==> src/rtl/spc_pkg.sv <==
package spc_pkg;
  typedef enum logic [1:0] {
    ST_IDLE = 2'd0,
    ST_SEND = 2'd1,
    ST_WAIT = 2'd2
  } spc_state_e;
endpackage

==> src/rtl/spc_crc8.sv <==
module spc_crc8 #(
  parameter logic [7:0] POLY = 8'h07
) (
  input  logic [7:0] crc_i,
  input  logic [7:0] data_i,
  output logic [7:0] crc_o
);
  logic [7:0] c;
  always_comb begin
    c = crc_i ^ data_i;
    for (int b = 0; b < 8; b++) begin
      c = c[7] ? ((c << 1) ^ POLY) : (c << 1);
    end
    crc_o = c;
  end
endmodule

==> src/rtl/spc_timeout.sv <==
module spc_timeout #(
  parameter int unsigned LIMIT = 100000
) (
  input  logic clk_i,
  input  logic rst_ni,
  input  logic run_i,
  input  logic clr_i,
  output logic expired_o
);
  localparam int unsigned CW = $clog2(LIMIT + 1);
  localparam logic [CW-1:0] LAST_CNT = CW'(LIMIT - 1);

  logic [CW-1:0] cnt_q;

  always_ff @(posedge clk_i or negedge rst_ni) begin
    if (!rst_ni)                 cnt_q <= '0;
    else if (!run_i || clr_i)    cnt_q <= '0;
    else if (cnt_q != LAST_CNT)  cnt_q <= cnt_q + 1'b1;
  end

  assign expired_o = run_i && !clr_i && (cnt_q == LAST_CNT);

  // silence counter never passes its limit
  a_r6_cnt_bound: assert property (@(posedge clk_i) disable iff (!rst_ni)
    cnt_q <= LAST_CNT);
endmodule

==> src/rtl/spc_rx_collect.sv <==
module spc_rx_collect #(
  parameter int unsigned FRAME_BYTES = 28,
  parameter logic [7:0]  START_BYTE  = 8'h40,
  parameter logic [7:0]  CRC_POLY    = 8'h07,
  parameter logic [7:0]  CRC_INIT    = 8'hFF
) (
  input  logic                     clk_i,
  input  logic                     rst_ni,
  input  logic                     en_i,
  input  logic                     rx_valid_i,
  input  logic [7:0]               rx_data_i,
  output logic [FRAME_BYTES*8-1:0] frame_o,
  output logic                     done_o,
  output logic                     ok_o
);
  localparam int unsigned IDX_W = $clog2(FRAME_BYTES + 1);
  localparam logic [IDX_W-1:0] LAST_IDX = IDX_W'(FRAME_BYTES - 1);
  localparam logic [IDX_W-1:0] FULL_IDX = IDX_W'(FRAME_BYTES);

  logic [IDX_W-1:0]         idx_q;
  logic [7:0]               crc_q, crc_nxt;
  logic                     hdr_ok_q, done_q, ok_q;
  logic [FRAME_BYTES*8-1:0] frame_q;

  spc_crc8 #(.POLY(CRC_POLY)) u_crc (
    .crc_i (crc_q),
    .data_i(rx_data_i),
    .crc_o (crc_nxt)
  );

  always_ff @(posedge clk_i or negedge rst_ni) begin
    if (!rst_ni) begin
      idx_q    <= '0;
      crc_q    <= CRC_INIT;
      hdr_ok_q <= 1'b0;
      done_q   <= 1'b0;
      ok_q     <= 1'b0;
      frame_q  <= '0;
    end else begin
      done_q <= 1'b0;
      if (!en_i) begin
        // out-of-window bytes are dropped; each attempt starts clean
        idx_q <= '0;
        crc_q <= CRC_INIT;
      end else if (rx_valid_i && idx_q != FULL_IDX) begin
        frame_q[{idx_q, 3'b000} +: 8] <= rx_data_i;
        if (idx_q == '0) hdr_ok_q <= (rx_data_i == START_BYTE);
        if (idx_q == LAST_IDX) begin
          done_q <= 1'b1;
          ok_q   <= hdr_ok_q && (rx_data_i == crc_q);
        end else begin
          crc_q <= crc_nxt;
        end
        idx_q <= idx_q + 1'b1;
      end
    end
  end

  assign frame_o = frame_q;
  assign done_o  = done_q;
  assign ok_o    = ok_q;

  // byte index stays within one frame
  a_r5_idx_bound: assert property (@(posedge clk_i) disable iff (!rst_ni)
    idx_q <= FULL_IDX);
  // completion is flagged only once the full frame is held
  a_r5_done_full: assert property (@(posedge clk_i) disable iff (!rst_ni)
    done_q |-> idx_q == FULL_IDX);
endmodule

==> src/rtl/slave_poll_ctrl.sv <==
module slave_poll_ctrl
  import spc_pkg::*;
#(
  parameter int unsigned FRAME_BYTES = 28,
  parameter int unsigned TIMEOUT_CYC = 100000,
  parameter int unsigned MAX_RETRY   = 2,
  parameter logic [7:0]  START_BYTE  = 8'h40,
  parameter logic [7:0]  CRC_POLY    = 8'h07,
  parameter logic [7:0]  CRC_INIT    = 8'hFF,
  localparam int unsigned PAY_W = (FRAME_BYTES - 3) * 8,
  localparam int unsigned CNT_W = $clog2(MAX_RETRY + 2)
) (
  input  logic                     clk_i,
  input  logic                     rst_ni,
  input  logic                     req_valid_i,
  output logic                     req_ready_o,
  input  logic [7:0]               req_addr_i,
  input  logic [PAY_W-1:0]         req_payload_i,
  output logic                     tx_valid_o,
  input  logic                     tx_ready_i,
  output logic [7:0]               tx_data_o,
  input  logic                     rx_valid_i,
  input  logic [7:0]               rx_data_i,
  output logic                     done_o,
  output logic                     fail_o,
  output logic [CNT_W-1:0]         fail_cnt_o,
  output logic [FRAME_BYTES*8-1:0] rsp_data_o
);
  localparam int unsigned PAY_BYTES = FRAME_BYTES - 3;
  localparam int unsigned IDX_W     = $clog2(FRAME_BYTES + 1);
  localparam logic [IDX_W-1:0] LAST_IDX = IDX_W'(FRAME_BYTES - 1);
  localparam logic [CNT_W-1:0] MAX_FAIL = CNT_W'(MAX_RETRY);
  localparam logic [CNT_W-1:0] ALL_FAIL = CNT_W'(MAX_RETRY + 1);

  spc_state_e       state_q;
  logic [7:0]       frame_q [FRAME_BYTES-1];
  logic [IDX_W-1:0] tx_idx_q, sel_idx;
  logic [7:0]       tx_crc_q, tx_crc_nxt;
  logic [CNT_W-1:0] fails_q;
  logic             done_q, fail_q;
  logic             rx_done, rx_ok, expired;
  logic             attempt_bad;

  assign sel_idx = (tx_idx_q == LAST_IDX) ? '0 : tx_idx_q;

  spc_crc8 #(.POLY(CRC_POLY)) u_tx_crc (
    .crc_i (tx_crc_q),
    .data_i(frame_q[sel_idx]),
    .crc_o (tx_crc_nxt)
  );

  spc_rx_collect #(
    .FRAME_BYTES(FRAME_BYTES),
    .START_BYTE (START_BYTE),
    .CRC_POLY   (CRC_POLY),
    .CRC_INIT   (CRC_INIT)
  ) u_rx (
    .clk_i     (clk_i),
    .rst_ni    (rst_ni),
    .en_i      (state_q == ST_WAIT),
    .rx_valid_i(rx_valid_i),
    .rx_data_i (rx_data_i),
    .frame_o   (rsp_data_o),
    .done_o    (rx_done),
    .ok_o      (rx_ok)
  );

  spc_timeout #(.LIMIT(TIMEOUT_CYC)) u_tmo (
    .clk_i    (clk_i),
    .rst_ni   (rst_ni),
    .run_i    (state_q == ST_WAIT),
    .clr_i    (rx_valid_i),
    .expired_o(expired)
  );

  assign attempt_bad = (rx_done && !rx_ok) || (!rx_done && expired);

  always_ff @(posedge clk_i or negedge rst_ni) begin
    if (!rst_ni) begin
      state_q  <= ST_IDLE;
      tx_idx_q <= '0;
      tx_crc_q <= CRC_INIT;
      fails_q  <= '0;
      done_q   <= 1'b0;
      fail_q   <= 1'b0;
      for (int k = 0; k < FRAME_BYTES - 1; k++) frame_q[k] <= '0;
    end else begin
      done_q <= 1'b0;
      unique case (state_q)
        ST_IDLE: if (req_valid_i) begin
          frame_q[0] <= START_BYTE;
          frame_q[1] <= req_addr_i;
          for (int k = 0; k < PAY_BYTES; k++) frame_q[k+2] <= req_payload_i[k*8 +: 8];
          tx_idx_q <= '0;
          tx_crc_q <= CRC_INIT;
          fails_q  <= '0;
          state_q  <= ST_SEND;
        end
        ST_SEND: if (tx_ready_i) begin
          if (tx_idx_q == LAST_IDX) begin
            state_q <= ST_WAIT;
          end else begin
            tx_crc_q <= tx_crc_nxt;
            tx_idx_q <= tx_idx_q + 1'b1;
          end
        end
        ST_WAIT: begin
          if (rx_done && rx_ok) begin
            done_q  <= 1'b1;
            fail_q  <= 1'b0;
            state_q <= ST_IDLE;
          end else if (attempt_bad) begin
            fails_q <= fails_q + 1'b1;
            if (fails_q == MAX_FAIL) begin
              done_q  <= 1'b1;
              fail_q  <= 1'b1;
              state_q <= ST_IDLE;
            end else begin
              tx_idx_q <= '0;
              tx_crc_q <= CRC_INIT;
              state_q  <= ST_SEND;
            end
          end
        end
        default: state_q <= ST_IDLE;
      endcase
    end
  end

  assign req_ready_o = (state_q == ST_IDLE);
  assign tx_valid_o  = (state_q == ST_SEND);
  assign tx_data_o   = (tx_idx_q == LAST_IDX) ? tx_crc_q : frame_q[sel_idx];
  assign done_o      = done_q;
  assign fail_o      = fail_q;
  assign fail_cnt_o  = fails_q;

  // never accepting and sending at once
  a_r4_ready_excl: assert property (@(posedge clk_i) disable iff (!rst_ni)
    !(req_ready_o && tx_valid_o));
  // offered byte held until taken
  a_r3_tx_hold: assert property (@(posedge clk_i) disable iff (!rst_ni)
    tx_valid_o && !tx_ready_i |=> tx_valid_o && $stable(tx_data_o));
  // every attempt opens with the start marker
  a_r2_first_byte: assert property (@(posedge clk_i) disable iff (!rst_ni)
    $rose(tx_valid_o) |-> tx_data_o == START_BYTE);
  // done is a single-cycle pulse
  a_r10_done_pulse: assert property (@(posedge clk_i) disable iff (!rst_ni)
    done_o |=> !done_o);
  // a failed exchange reports every attempt as failed
  a_r8_fail_count: assert property (@(posedge clk_i) disable iff (!rst_ni)
    done_o && fail_o |-> fail_cnt_o == ALL_FAIL);
  // failure count bounded
  a_r8_cnt_bound: assert property (@(posedge clk_i) disable iff (!rst_ni)
    fail_cnt_o <= ALL_FAIL);
endmodule

==> config.mk <==
export PLATFORM = sky130hd
export DESIGN_NAME = slave_poll_ctrl
export DESIGN_NICKNAME = d
export VERILOG_FILES = /design/src/rtl/spc_pkg.sv /design/src/rtl/spc_crc8.sv /design/src/rtl/spc_timeout.sv /design/src/rtl/spc_rx_collect.sv /design/src/rtl/slave_poll_ctrl.sv
export SDC_FILE = /design/constraint.sdc
export NUM_CORES = 1
export LEC_CHECK = 0
export BUFFER_PORTS_ARGS = -buffer_cell sky130_fd_sc_hd__buf_4
export CAP_MARGIN = 10
export CORE_MARGIN = 2
export CORE_UTILIZATION = 55
export CTS_CLUSTER_DIAMETER = 120
export DETAILED_ROUTE_END_ITERATION = 10
export PLACE_DENSITY = 0.77
export SYNTH_ARGS = -nofsm -noshare
export SYNTH_HDL_FRONTEND = slang
export SYNTH_SLANG_ARGS = --single-unit
export TNS_END_PERCENT = 100
==> constraint.sdc <==
create_clock -name clk_i -period 3.32 [get_ports clk_i]
set_input_delay 0.166 -clock clk_i [delete_from_list [all_inputs] [get_ports clk_i]]
set_output_delay 0.166 -clock clk_i [all_outputs]
set_load 0.005 [all_outputs]
* Word-level counts from Yosys, hierarchy flattened
Index checks and enable logic that the tools add are counted.
Word-level totals: register bits 485, bits of input ports 221, output and inout bits 238
Cells by class: add/subtract/negate cells 5, order comparisons 1, equal/unequal tests 20, shift operators 2, muxes and demuxes 64, bitwise logic cells 19, reductions and logical operators 29
Operator list (number):
- bitwise mux 224 bit | 1
- variable shift 8 x 10 -> 224 bit (first input constant) | 1
- indexed part select 8 x 10 -> 224 bit | 1
- two-way mux 8 bit | 12
- two-way mux 3 bit | 16
- NOT 3 bit | 16
- two-way mux 5 bit | 9
- binary-select mux 8 bit (select 5 bit) | 1
- two-way mux 17 bit | 2
- case mux 8 bit (3 select lines) | 1
- adder 17 x 1 -> 17 bit (second input constant) | 1
- == test 17 bit (second input constant) | 1
- inequality test 17 bit (second input constant) | 1
- two-way mux 2 bit | 8
- XOR 8 bit | 2
- case mux 5 bit (3 select lines) | 1
- inequality test 2 bit (second input constant) | 7
- two-way mux 1 bit | 11
- adder 5 x 1 -> 5 bit (second input constant) | 2
- == test 5 bit (second input constant) | 2
- negation 8 -> 10 bit | 1
- AND reduction 3 bit | 3
- == test 8 x 7 -> 1 bit (second input constant) | 1
- == test 8 bit | 1
- other kinds (20) | 38

* Logic depth before layout (Yosys ltp)
Gate-level depths: netlist (run 1).
word-level depth 26, gate-level depth with buffers 14, mapped depth without buffers 11

* Hierarchy
Synthesis (run 1) repeated with hierarchy kept, for this count alone.
Unflattened totals: cells, all modules 2174, area total of the unflattened synthesis 22599.2 um^2
By module, submodules not included:
- slave_poll_ctrl | times used 1, cells each 1276, area each 10861.7 um^2, sequential area each 5715.5 um^2
- spc_rx_collect | times used 1, cells each 751, area each 10294.9 um^2, sequential area each 6015.8 um^2
- spc_timeout | times used 1, cells each 107, area each 1017.2 um^2, sequential area each 425.4 um^2
- spc_crc8 | times used 2, cells each 20, area each 212.7 um^2, sequential area each 0.0 um^2

* Least setup slack after synthesis (run 1)
Ideal clock, no wire load.
kind register to register, start reg tx_idx_q[1], end reg tx_crc_q[4], library setup time 78 ps, arrival 2815 ps, data required time 3242 ps, path slack 427 ps, cell stages (with the launch flop) 15, period minus slack after synthesis 2893 ps, path through dfrtp_1 ha_1 and4b_1 buf_6 nor2_4 buf_4 buf_2 a21oi_1 a211oi_1 o32ai_2 xor2_1 xor2_1 xnor2_1 nand2b_1 a31o_1
On the way: cells in the longest elaborated chain, start to end 15
Ends and longest elaborated chain:
- start, declared | line slave_poll_ctrl.sv:37 | logic [IDX_W-1:0] tx_idx_q, sel_idx;
- start signal, assigned | line slave_poll_ctrl.sv:104 | tx_idx_q <= tx_idx_q + 1'b1;
- == test 5 bit | line slave_poll_ctrl.sv:44, slave_poll_ctrl.sv:100
- two-way mux 5 bit | line slave_poll_ctrl.sv:44 | assign sel_idx = (tx_idx_q == LAST_IDX) ? '0 : tx_idx_q;
- NOT 5 -> 6 bit (not written as such) | line slave_poll_ctrl.sv:48 | .data_i(frame_q[sel_idx]),
- binary-select mux 8 bit (select 5 bit) | line slave_poll_ctrl.sv:48
- two-way mux 8 bit (not written as such) (2 in series) | line slave_poll_ctrl.sv:48
- XOR 8 bit | line spc_crc8.sv:10 | c = crc_i ^ data_i;
- two-way mux 3 bit | line spc_crc8.sv:12 | c = c[7] ? ((c << 1) ^ POLY) : (c << 1);
- NOT 3 bit (no line)
- two-way mux 3 bit | line spc_crc8.sv:12
- NOT 3 bit (no line)
- two-way mux 3 bit | line spc_crc8.sv:12
- two-way mux 8 bit | line slave_poll_ctrl.sv:100 | if (tx_idx_q == LAST_IDX) begin
- two-way mux 8 bit | line slave_poll_ctrl.sv:99 | ST_SEND: if (tx_ready_i) begin
- case mux 8 bit (3 select lines) | line slave_poll_ctrl.sv:89 | unique case (state_q)
- end signal, assigned | line slave_poll_ctrl.sv:103 | tx_crc_q <= tx_crc_nxt;
- end, declared | line slave_poll_ctrl.sv:38 | logic [7:0] tx_crc_q, tx_crc_nxt;
Several ways; a longest one is shown, not always the timed one. The select of a mux whose other input is x is not followed. A chain may end at the register's enable or synchronous reset.

* Worst setup path in the final report (run 1)
start reg tx_idx_q[0], end out tx_data_o[7]
On the way: cells in the longest elaborated chain, start to end 7
Ends and longest elaborated chain:
- == test 5 bit | line slave_poll_ctrl.sv:44, slave_poll_ctrl.sv:132
- two-way mux 5 bit | line slave_poll_ctrl.sv:44
- NOT 5 -> 6 bit (not written as such) | line slave_poll_ctrl.sv:132 | assign tx_data_o = (tx_idx_q == LAST_IDX) ? tx_crc_q : frame_q[sel_idx];
- binary-select mux 8 bit (select 5 bit) | line slave_poll_ctrl.sv:132
- two-way mux 8 bit (not written as such) (2 in series) | line slave_poll_ctrl.sv:132
- two-way mux 8 bit * | line slave_poll_ctrl.sv:132
- end, declared | line slave_poll_ctrl.sv:21 | output logic [7:0] tx_data_o,
Mark *: on every way between the ends. The rest lies on a longest branch, timed or not. The select of a mux whose other input is x is not followed.

==> impl_results.md, run 1 <==
* Outcome: complete, no violations
* Hold Fails Final Rpt at 0
* Placed insts at 3212
* Worst Setup End Kind: primary output
* Total via count after detailed routing at 20569
* Number of buffers created by CTS at 49
* Clock power share at 29.7%
* Wire length per cell at 22.8 µm
* Input/output buffers at 458
* Net load switching power at 0.00613 W
* Slew margin rel. at 30.2%
* Netlist area before placement at 21700 µm²
* Share of the cycle needed by the critical path after routing at 99.4%
* Setup repair after global routing missed its margin: yes
* Highest cell delay on the worst timing path at 0.46 ns
* Post-Synthesis Net Count at 2539
* Type of the worst setup path: reg -> out
* Global-route usage over all layers at 39.3%
* Top cells by area in the synthesized netlist: dfrtp_1, nand2_1, mux2_2
* Overflow left after global routing at 0
* Pwr Density at 616 nW/µm²
* Top flip-flop cell by instance count after synthesis: dfrtp_1
* Total of fill cells in the finished design at 2540
* Largest net degree at the start of global routing at 209
* Number of warning messages in the yosys log at 0
* I/O pin count at 459
* Final weighted congestion of routability-driven global placement at 0.911
* Transition time at the pin with the least slew margin at 1.04 ns
* Number of antenna violations at the first check in global routing at 6
* Layout cells sized above 1 at 25.6%
* Cell at the slowest stage of the critical path: dfrtp_4
* Die Outline Area at 41000 µm²
* Total half-perimeter wirelength after legalization and detailed placement at 51300 µm
* Clock transition time at the flip-flop clock pins of the worst setup and hold paths at 0.06 ns
* Latest clock arrival within the worst-skew pair at 0.61 ns
* Layout Nets at 3207
* Share of synthesized area occupied by flip-flops and latches at 56.1%
* Cell taking the most area after synthesis: dfrtp_1
* Kind of path behind the tightest hold check: in -> reg
* Maximum count of clock buffers along a single path at 3
* Number of H-tree levels at 2
* Average cell area after synthesis at 9.39 µm²
* Crit path max fanout at 10
* Post-route cell area at 29900 µm²
* Initial Utilization at 55.9%
* Total Routed Length at 80600 µm
* Startpoint class of the critical path: register
* Wire length of the first global-routing pass at 124000 µm
* Commonest cells in the netlist: nand2_1, dfrtp_1, o21ai_0
* Reg power frac at 36.1%
* Most frequent cell after synthesis: nand2_1
* DRC marker count from the first detailed-route iteration at 1687
* Post-synth ARST share at 100%
* Via/cell ratio at 5.83
* Static Leakage at 14.9 nW
* Router iterations before antenna repair at 5
* Count of standard-cell rows at 72
* Core Region at 38700 µm²
* Core utilization of the finished layout at 77.2%
* MaxCap Viol Count at 0
* Yosys reg bits at 485
* Max-slew violations at 0
* TritonCTS clock tree: yes
* Count of different cell masters after synthesis at 68
* Crit-path most repeated cell: buf_4
* Vias in the first global route at 21443
* CTS Root Cell: clkbuf_16
* # setup viols final at 0
* Number of cells in the finished layout apart from fillers at 3527
* Antenna-violating nets left at 0
* Max Clock Freq at 303 MHz
* Final worst setup slack at 0.0209 ns
* Synthesis-to-finish area growth at 38.2%
* Placement-stage worst setup slack at 0.0209 ns
* WP data arrival at 3.13 ns
* Area after detailed placement at 25900 µm²
* Chip Width at 202 µm
* Peak supply drop at 578 µV
* Final critical path time including I/O delays and setup at 3.30 ns
* Fraction of post-synthesis cell area in the top cell type by area at 54.2%
* Synthesized netlist cell count at 2306
* Switching share of power at 33.2%
* Critical-path cell list: ha_4, and4b_4, buf_4, nor3_1, o21ai_0, a21oi_1, o32a_1, buf_4, a21oi_2, buf_4
* Die Height at 202 µm
* Layout Skew at 0.0224 ns
* Internal power component at 0.0123 W
* Data required time at the worst endpoint at 3.15 ns
* Number of enable flip-flop cells after synthesis at 0
* Final routed DRC violation total at 0
* Part of the power in combinational logic at 34.2%
* Number of sinks on the clock net at 485
## critical path, delay by kind of cell, from the launching register on
family,cells,cell delay (ns)
flops,1,0.46
simple gates,2,0.38
fa+ha+maj,1,0.17
compound gates,4,0.97
buf+inv,3,0.55
## timing repair
| item | 4_1_cts | 5_1_grt |
|---|---|---|
| gates cloned | 1 | 0 |
| gates resized for setup | 20 | 21 |
| hold buffers | 218 | 0 |
| setup endpoints to repair | 8 | 31 |
| pin swaps | 6 | 3 |
| setup buffers | 9 | 1 |
| hold endpoints to repair | 300 | 0 |
## cells by family after synthesis
kind of cell             Yosys count  synth area share [%]
AND/OR/NAND/NOR                 1097                  20.6
flip-flops                       485                  56.1
AO/OA/AOI/OAI                    328                  9.50
buffers and inverters            185                  3.43
multiplexers                     137                  7.03
XOR/XNOR                          62                  2.64
adder cells (fa/ha/maj)           12                 0.693
## per-stage QoR
stage / total power, W / TNS (ns) / hold slack [ns]
6_report: 0.0184 / 0 / 0.0694
5_1_grt: 0.0191 / -0.0843 / 0.0565
4_1_cts: 0.0182 / -0.0120 / 0.00491
3_5_place_dp: 0.0122 / 0 / 0.243
3_3_place_gp: 0.0121 / 0 / 0.237
2_1_floorplan: 0.0101 / 0 / -0.130
## layout make-up
class                      count  area [µm²]  share of cell area [%]
clock buffer                  69        1430                    4.78
timing repair buffer         760        6440                    21.5
multi-input combinational   1636        8960                    29.9
clock inverter                11         106                   0.356
antenna                        6        15.0                  0.0502
tap                          518         648                    2.17
inverter                      42         161                   0.540
sequential                   485       12200                    40.6
## routing by layer
metal  GRT usage, %  up-vias  share of wire [%]
met5              0        -              0.016
met2           62.6     1166                 47
met3           9.19      304                8.9
met4           20.8        2                5.6
met1           50.4    10122                 38
li1               -     8975                  -
## cell usage in the layout (no fill, tap or decap), types with 6 or more instances in the layout
master / n
buf_12: 10
o21ai_0: 146
a221oi_1: 8
clkbuf_8: 13
o31ai_1: 31
clkbuf_1: 7
a211oi_1: 11
clkbuf_16: 49
xor2_1: 20
diode_2: 6
mux2i_1: 52
xnor2_1: 37
nor2b_1: 7
nand2_1: 858
inv_1: 40
clkinv_2: 6
and2_1: 10
nor2_1: 66
buf_4: 527
or3_1: 8
o22a_1: 7
mux2_2: 81
and3_1: 20
dfrtp_1: 468
nor3_1: 14
nand2b_1: 6
ha_1: 11
a21oi_1: 49
nand3_1: 78
dlygate4sd3_1: 218
dfstp_2: 16
## sequential cells by signal (all words and copies together), names as in the netlist, 2 cells and up
name and cells:
fail_cnt_o 2, u_rx.idx_q 5, u_rx.frame_o 224, state_q 2, tx_idx_q 5, tx_crc_q 8, u_tmo.cnt_q 17, u_rx.crc_q 8
frame_q 209
## path summary, 6_finish.rpt
check                         startpoint                end  slack (ns)  depth (start not counted)
max in group asynchronous         rst_ni        tx_idx_q[0]        2.12                          3
min in group asynchronous         rst_ni  u_rx.frame_o[162]        0.19                          2
min                         rx_data_i[7]  u_rx.frame_o[223]        0.07                          3
max                          tx_idx_q[0]       tx_data_o[7]        0.02                         10
min reg2reg                 frame_q[137]       frame_q[137]        0.47                          2
max reg2reg                u_rx.idx_q[1]  u_rx.frame_o[161]        0.10                          9
## power by group through the flow
stage,combinational [W],clock [W],sequential (W)
final,0.00631,0.00548,0.00665
after global routing,0.00672,0.00574,0.00668
after CTS,0.00604,0.00547,0.00663
after detailed placement,0.00551,0,0.00672
after global placement,0.00541,0,0.00672
after floorplan,0.00346,0,0.00660
Power figures use the tool's default switching activity.
==> run 2: changes to the inputs <==
==> constraint.sdc (replaced) <==
create_clock -name clk_i -period 3.32 [get_ports clk_i]
set_input_delay 0.166 -clock clk_i [delete_from_list [all_inputs] [get_ports clk_i]]
set_output_delay 0.166 -clock clk_i [all_outputs]
set_load 0.05 [all_outputs]
==> impl_results.md, run 2 (synthesized netlist as in run 1, its figures left out) <==
* Worst R2R Path Depth at 14
* Max-slew violations at 0
* Final weighted congestion of routability-driven global placement at 0.911
* Startpoint class of the critical path: register
* Max Clock Freq at 300 MHz
* Via/cell ratio at 5.79
* Worst hold margin at 0.0308 ns
* MaxCap Viol Count at 0
* Cell count of the worst hold path at 3
* Placed insts at 3200
* Startpoint of the lowest-slack register-to-register path: tx_idx_q[0]
* Router iterations before antenna repair at 5
* Hold path start: rx_data_i[1]
* Violations in the final reports: setup timing
* Outcome: finished with violations
* Number of sinks on the clock net at 485
* Input/output buffers at 458
* I/O pin count at 459
* Wire length of the first global-routing pass at 122000 µm
* Most common library cell in the layout ignoring fill and taps: nand2_1
* Endpoint of the worst register-to-register path: tx_crc_q[1]
* CTS Root Cell: clkbuf_16
* Final worst setup slack at -0.0143 ns
* Worst setup slack for register-to-register paths at 0.07 ns
* Total via count after detailed routing at 20523
* Crit. Startpoint: tx_idx_q[0]
* Total negative setup slack at -0.0143 ns
* Wire length per cell at 22.7 µm
* Die Height at 202 µm
* Total of fill cells in the finished design at 2488
* Type of the worst setup path: reg -> out
* Layout cells sized above 1 at 26.0%
* Number of buffers created by CTS at 49
* Layout Nets at 3209
* Global-route usage over all layers at 38.9%
* Number of antenna violations at the first check in global routing at 7
* Latest clock arrival within the worst-skew pair at 0.60 ns
* Highest cell delay on the worst timing path at 0.51 ns
* Cell at the slowest stage of the critical path: dfrtp_4
* Number of cells in the finished layout apart from fillers at 3542
* Largest net degree at the start of global routing at 146
* Vias in the first global route at 21157
* Final critical path time including I/O delays and setup at 3.33 ns
* Maximum count of clock buffers along a single path at 3
* Antenna-violating nets left at 0
* Synthesis-to-finish area growth at 39.6%
* Static Leakage at 15.0 nW
* Data required time at the worst endpoint at 3.15 ns
* Crit path max fanout at 9
* Layout Skew at 0.0208 ns
* Critical path capture point: tx_data_o[0]
* Total half-perimeter wirelength after legalization and detailed placement at 51900 µm
* Hold Fails Final Rpt at 0
* Slew margin rel. at 27.2%
* Total Power Consumption at 0.0195 W
* Total Routed Length at 80400 µm
* Count of standard-cell rows at 72
* Final routed DRC violation total at 0
* Largest register FFs at 224
* Placement-stage worst setup slack at -0.118 ns
* Initial Utilization at 55.9%
* Transition time at the pin with the least slew margin at 1.08 ns
* # setup viols final at 1
* Setup repair after global routing missed its margin: yes
* Share of the cycle needed by the critical path after routing at 100%
* Kind of path behind the tightest hold check: in -> reg
* Critical-path cell list: ha_4, and4b_2, nor2_4, buf_12, mux4_2, a211oi_2, o31a_1, a21oi_2, buf_6
* WP data arrival at 3.17 ns
* TritonCTS clock tree: yes
* Die Outline Area at 41000 µm²
* Peak supply drop at 654 µV
* Most frequent cells in the layout: nand2_1, buf_4, dfrtp_1, dlygate4sd3_1, o21ai_0
* Overflow left after global routing at 0
* Number of H-tree levels at 2
* Worst Setup End Kind: primary output
* DRC marker count from the first detailed-route iteration at 1840
* Clock transition time at the flip-flop clock pins of the worst setup and hold paths at 0.06 ns
* Pwr Density at 645 nW/µm²
* Core Region at 38700 µm²
* Chip Width at 202 µm
run 2: area by class of cell:
type | instances | area, µm² | share of cell area [%]
Antenna cell | 8 | 20.0 | 0.0662
Clock buffer | 73 | 1430 | 4.72
Clock inverter | 18 | 178 | 0.588
Inverter | 42 | 161 | 0.534
Multi-Input combinational cell | 1636 | 9060 | 30.0
Sequential cell | 485 | 12200 | 40.2
Tap cell | 518 | 648 | 2.14
Timing Repair Buffer | 762 | 6570 | 21.7
run 2: how the worst min path moves through the flow:
stage / slack, ns / endpoint
after global placement: 0.22 / u_rx.frame_o[163]
after detailed placement: 0.24 / u_rx.frame_o[167]
after global routing: 0.03 / u_rx.frame_o[217]
final: 0.03 / u_rx.frame_o[217]
after floorplan: -0.13 / done_o
after CTS: 0.01 / u_rx.frame_o[177]
run 2: metal layers:
layer,part of all wire [%],up-vias,global-route usage (%),routed length [µm]
li1,-,9010,-,-
met1,38,10072,50.4,30800
met2,47,1134,61.9,37800
met3,9.1,307,9.16,7360
met4,5.4,0,19.4,4360
met5,0,-,0,0
run 2: critical path: cells and delay by family, from the launching register on:
family	cells	cell delay, ns
and+or+nand+nor	2	0.44
AOI/OAI and AO/OA	3	0.60
muxes	1	0.51
DFF	1	0.51
adders and majority gates	1	0.20
buffers and inverters	2	0.33
run 2: power by group:
| part | internal, W | leakage (nW) | switching [W] |
|---|---|---|---|
| sequential | 0.00633 | 6.33 | 0.000337 |
| combinational | 0.00320 | 7.87 | 0.00403 |
| clock | 0.00315 | 0.786 | 0.00244 |
| total | 0.0127 | 15.0 | 0.00680 |
run 2: through the flow:
stage               util [%]  area [µm²]
floorplan                  -       21700
global placement        66.7       25800
detailed placement      66.7       25800
CTS                     77.1       29900
global route            78.0       30200
finish                  78.0       30200
run 2: what timing repair did:
action | 4_1_cts | 5_1_grt
endpoints found under the setup margin | 41 | 131
hold buffers | 218 | 0
gates cloned | 2 | 1
buffers inserted | 8 | 15
pin swaps | 10 | 18
endpoints found under the hold margin | 301 | 0
gates resized for setup | 28 | 36
